--- src/rtl/dtq_pkg.sv ---
package dtq_pkg;

  // Number of bits needed to hold a population count of a w-bit word.
  function automatic int dtq_count_width(input int w);
    return $clog2(w + 1);
  endfunction

  // Mid-scale level of a single-ended bank with w comparators.
  function automatic int dtq_mid_level(input int w);
    return w / 2;
  endfunction

endpackage

--- src/rtl/dtq_ones_count.sv ---
// Counts ones anywhere in a thermometer word. Bubbles are tolerated by
// construction of a population count.
module dtq_ones_count #(
  parameter int WIDTH = 32,
  parameter int CNT_W = 6
) (
  input  logic [WIDTH-1:0] word,
  output logic [CNT_W-1:0] count
);
  always_comb begin
    count = '0;
    for (int i = 0; i < WIDTH; i++) begin
      count = count + CNT_W'(word[i]);
    end
  end
endmodule

--- src/rtl/dtq_centre.sv ---
// Shifts an unsigned level so that mid-scale maps to zero.
module dtq_centre #(
  parameter int CNT_W = 6,
  parameter int MID   = 16
) (
  input  logic [CNT_W-1:0]        level,
  output logic signed [CNT_W:0]   centred
);
  localparam logic signed [CNT_W:0] MID_S = (CNT_W+1)'(MID);

  always_comb begin
    centred = $signed({1'b0, level}) - MID_S;
  end
endmodule

--- src/rtl/dtq_diff_quantizer.sv ---
module dtq_diff_quantizer #(
  parameter int LEVELS = 33
) (
  input  logic                      clk,
  input  logic                      rst,
  input  logic [LEVELS-2:0]         thermo_pos,
  input  logic [LEVELS-2:0]         thermo_neg,
  output logic signed [dtq_pkg::dtq_count_width(LEVELS-1):0] diff_code,
  output logic                      diff_odd,
  output logic                      diff_valid
);
  import dtq_pkg::*;

  localparam int THERMO_W = LEVELS - 1;
  localparam int CNT_W    = dtq_count_width(THERMO_W);
  localparam int MID      = dtq_mid_level(THERMO_W);
  localparam int DIFF_W   = CNT_W + 1;

  // Stage 1: capture both legs on the same edge.
  logic [THERMO_W-1:0] word_q [2];
  logic                s1_valid;

  always_ff @(posedge clk) begin
    if (rst) begin
      word_q[0] <= '0;
      word_q[1] <= '0;
      s1_valid  <= 1'b0;
    end else begin
      word_q[0] <= thermo_pos;
      word_q[1] <= thermo_neg;
      s1_valid  <= 1'b1;
    end
  end

  // Per-leg encode and centre (index 0 = positive leg, 1 = negative leg).
  logic [CNT_W-1:0]         leg_cnt [2];
  logic signed [CNT_W:0]    leg_ctr [2];

  for (genvar g = 0; g < 2; g++) begin : g_leg
    dtq_ones_count #(.WIDTH(THERMO_W), .CNT_W(CNT_W)) u_count (
      .word  (word_q[g]),
      .count (leg_cnt[g])
    );
    dtq_centre #(.CNT_W(CNT_W), .MID(MID)) u_centre (
      .level   (leg_cnt[g]),
      .centred (leg_ctr[g])
    );
  end

  logic signed [DIFF_W-1:0] diff_d;
  logic                     odd_d;

  always_comb begin
    diff_d = leg_ctr[0] - leg_ctr[1];
    odd_d  = leg_cnt[0][0] ^ leg_cnt[1][0];
  end

  // Stage 2: registered difference, parity and valid.
  always_ff @(posedge clk) begin
    if (rst) begin
      diff_code  <= '0;
      diff_odd   <= 1'b0;
      diff_valid <= 1'b0;
    end else begin
      diff_code  <= diff_d;
      diff_odd   <= odd_d;
      diff_valid <= s1_valid;
    end
  end

  // reset clears the output register.
  a_r1_reset_clear: assert property (@(posedge clk)
    rst |=> (diff_code == '0 && !diff_odd && !diff_valid));

  // valid never leads the capture stage.
  a_r2_valid_order: assert property (@(posedge clk) disable iff (rst)
    diff_valid |-> s1_valid);

  // leg counts stay in range whatever the bubbles.
  a_r4_count_bound: assert property (@(posedge clk) disable iff (rst)
    (int'(leg_cnt[0]) <= THERMO_W) && (int'(leg_cnt[1]) <= THERMO_W));

  // the difference stays within the signed span.
  a_r5_range: assert property (@(posedge clk) disable iff (rst)
    diff_valid |-> (int'(diff_code) >= -THERMO_W && int'(diff_code) <= THERMO_W));

  // counts summing to full scale give an even result.
  a_r7_even_no_cm: assert property (@(posedge clk) disable iff (rst)
    (s1_valid && (int'(leg_cnt[0]) + int'(leg_cnt[1]) == THERMO_W)) |=> !diff_odd);

  // parity flag agrees with the low bit of the difference.
  a_r8_parity: assert property (@(posedge clk) disable iff (rst)
    diff_valid |-> (diff_odd == diff_code[0]));

endmodule

--- config.mk ---
export PLATFORM = sky130hd
export DESIGN_NAME = dtq_diff_quantizer
export DESIGN_NICKNAME = d
export VERILOG_FILES = /design/src/rtl/dtq_pkg.sv /design/src/rtl/dtq_ones_count.sv /design/src/rtl/dtq_centre.sv /design/src/rtl/dtq_diff_quantizer.sv
export SDC_FILE = /design/constraint.sdc
export NUM_CORES = 1
export LEC_CHECK = 0
export BUFFER_PORTS_ARGS = -buffer_cell sky130_fd_sc_hd__buf_2
export CORE_ASPECT_RATIO = 0.5
export CORE_UTILIZATION = 55
export CTS_CLUSTER_SIZE = 10
export DETAILED_ROUTE_END_ITERATION = 12
export PLACE_DENSITY_LB_ADDON = 0.12
export SETUP_SLACK_MARGIN = 0.05
export SYNTH_ARGS = -nofsm -noshare
export SYNTH_HDL_FRONTEND = slang
export SYNTH_SLANG_ARGS = --single-unit
export TNS_END_PERCENT = 1
--- constraint.sdc ---
create_clock -name clk -period 6.33 [get_ports clk]
set_clock_uncertainty 0.15 [all_clocks]
set_input_delay 1.266 -clock clk [delete_from_list [all_inputs] [get_ports clk]]
set_output_delay 1.266 -clock clk [all_outputs]
set_load 0.005 [all_outputs]
==> qor.yml <==
rsz0062_at_grt: "no"
grt_pass1_vias: 2329
slew-limit-headroom_pct: 19.2
crit_path_start_kind: "flip-flop"
grt_pass1_wl_um: 9650
synth_nets: 500
status: "finished, violations left"
cts-buffers-inserted: 9
htreeDepth: 3
max_freq_ghz: 0.173
fp.dieH_um: 61.1
antenna_found_initial: 0
async_flop_share_pct: 0
crit_type: "flip-flop to flip-flop"
die-area_um2: 7340
wire_per_inst_um: 10.6
hp-class: "flip-flop to flip-flop"
drt_iter0_markers: 69
worst_setup_path_end_kind: "flip-flop"
vias: 2356
start_util_pct: 57.1
final.min_clock_period_ns: 5.77
firstDrtPassIters: 8
nets: 576
area_delta_synth_final_pct: 20.2
tightest_slew_ns: 1.21
clkSinkCount: 73
gp_congestion: 0.826
worstPathRequired_ns: 6.38
wirelength_um: 5680
clock-root-buffer: "clkbuf_16"
cts_resized: 0
preCtsSetupSlack_ns: 0.556
crit_fanout: 5
drc: 2
syn_area_um2: 3840
synth_cell_types: 27
synth-edff-count: 0
postCtsSetupBuffers: 0
hold_violations: 0
ys_ff_latch: 73
yosys-top-cells-area: "dfxtp_1 38%, fa_1 26%, nor2b_1 11%"
yosysMostFrequentCell: "inv_1"
die_w_um: 120
post_route_cells_drive_above_1_share_pct: 20.7
final.setup.worst_slack_ns: 0.562
fin_tns_setup_ns: 0
violations: "design-rule violations"
vias_per_cell: 4.40
ant_nets: 0
syn_area_per_cell_um2: 10.6
multi_input_area_um2: 1960
clock_latency_ns: 0.33
rows: 21
drv_cap: 0
num-fill-cells: 531
grt_start_max_net_pins: 74
cts_tree: "done"
numPortBuffers: 74
clockBufferDepth: 2
hold_depth: 1
register_area_um2: 1460
io-pin-count: 75
post-dp-hpwl_um: 4550
holdBufCountCts: 0
finalCritPeriodShare_pct: 91.1
setup_violations: 0
overflow: 0
track_usage_pct: 18.2
r2r_cells: 19
arrival_ns: 5.82
yosysWarnings: 0
yosysSeqAreaShare_pct: 38.1
maxSlewViolCount: 0
clk_pin_slew_worst_paths_ns: 0.06
diodes: 0
coreArea_um2: 6730
synthCells: 363
synth_flop_cell: "dfxtp_1"
synth_top_cell_area_share_pct: 38.1
synth_top_area_cell: "dfxtp_1"
synth_common_cells: "100 x inv_1, 73 x dfxtp_1, 66 x nor2b_1, 49 x fa_1, 22 x ha_1"
-- metrics by stage --
stage               hold WS (ns)  cells  util (%)  area, um^2
detailed placement         0.297    520      63.7        4290
floorplan                  0.264    363         -        3840
finish                     0.303    536      68.6        4620
global placement           0.272    520      63.7        4290
global route               0.313    536      68.6        4620
CTS                        0.311    536      68.6        4620
-- flip-flops by register name, indices dropped and copies added (netlist names) --
register,cells
diff_code,7
s1_valid,1
diff_valid,1
word_q,64
-- critical path: stages, from the launching register on --
cell      delay (ns)
dfxtp_1         0.30
ha_1            0.28
inv_1           0.07
fa_1            0.43
fa_1            0.54
fa_1            0.44
fa_1            0.55
fa_1            0.45
fa_1            0.51
fa_1            0.16
inv_1           0.06
fa_1            0.41
a21o_1          0.17
a21oi_1         0.17
xor2_1          0.17
ha_1            0.30
nand2_1         0.08
a211oi_1        0.08
a31oi_1         0.22
o211ai_1        0.11
-- per-layer routing --
layer | up-vias | global-route usage, % | share of wire, %
li1 | 1197 | - | -
met1 | 1096 | 19.5 | 43
met2 | 48 | 32.9 | 49
met3 | 15 | 6.67 | 5.4
met4 | 0 | 9.82 | 2.2
met5 | - | 0 | 0
-- cell families after synthesis --
| family | after synthesis | share of synthesized area (%) |
|---|---|---|
| adder cells (fa/ha/maj) | 71 | 32.7 |
| flip-flops | 73 | 38.1 |
| XOR/XNOR | 6 | 1.37 |
| buffers and inverters | 109 | 10.8 |
| AO/OA/AOI/OAI | 22 | 3.91 |
| AND/OR/NAND/NOR | 82 | 13.1 |
-- worst paths after layout --
check,endpoint,startpoint,slack [ns]
worst max-delay path,diff_code[5],word_q[0][32],0.56
worst min-delay path,diff_valid,s1_valid,0.30
worst max register to register,diff_code[5],word_q[0][32],0.56
worst min register to register,diff_valid,s1_valid,0.30
-- layout by cell type, fill, tap and decap left out, types with 3 or more instances in the layout --
| cell type | instances |
|---|---|
| o21ai_0 | 3 |
| nor2b_1 | 66 |
| dfxtp_1 | 73 |
| buf_2 | 74 |
| fa_1 | 49 |
| a211oi_1 | 3 |
| a21o_1 | 5 |
| a21oi_1 | 3 |
| nand2_1 | 3 |
| ha_1 | 22 |
| inv_1 | 100 |
| nor2_1 | 6 |
| clkbuf_16 | 9 |
| xnor2_1 | 4 |
| o21a_1 | 3 |
-- area by class of cell --
type | instances | share of cell area (%)
multi-input cells | 181 | 42.5
flip-flops and latches | 73 | 31.7
inverters | 100 | 8.13
repair buffers | 74 | 8.02
clock buffers | 12 | 5.56
well taps | 92 | 2.49
clock inverters | 4 | 1.60
Power is not shown: default switching activity piles up to over one toggle a cycle in this logic, so the estimate is an artifact.
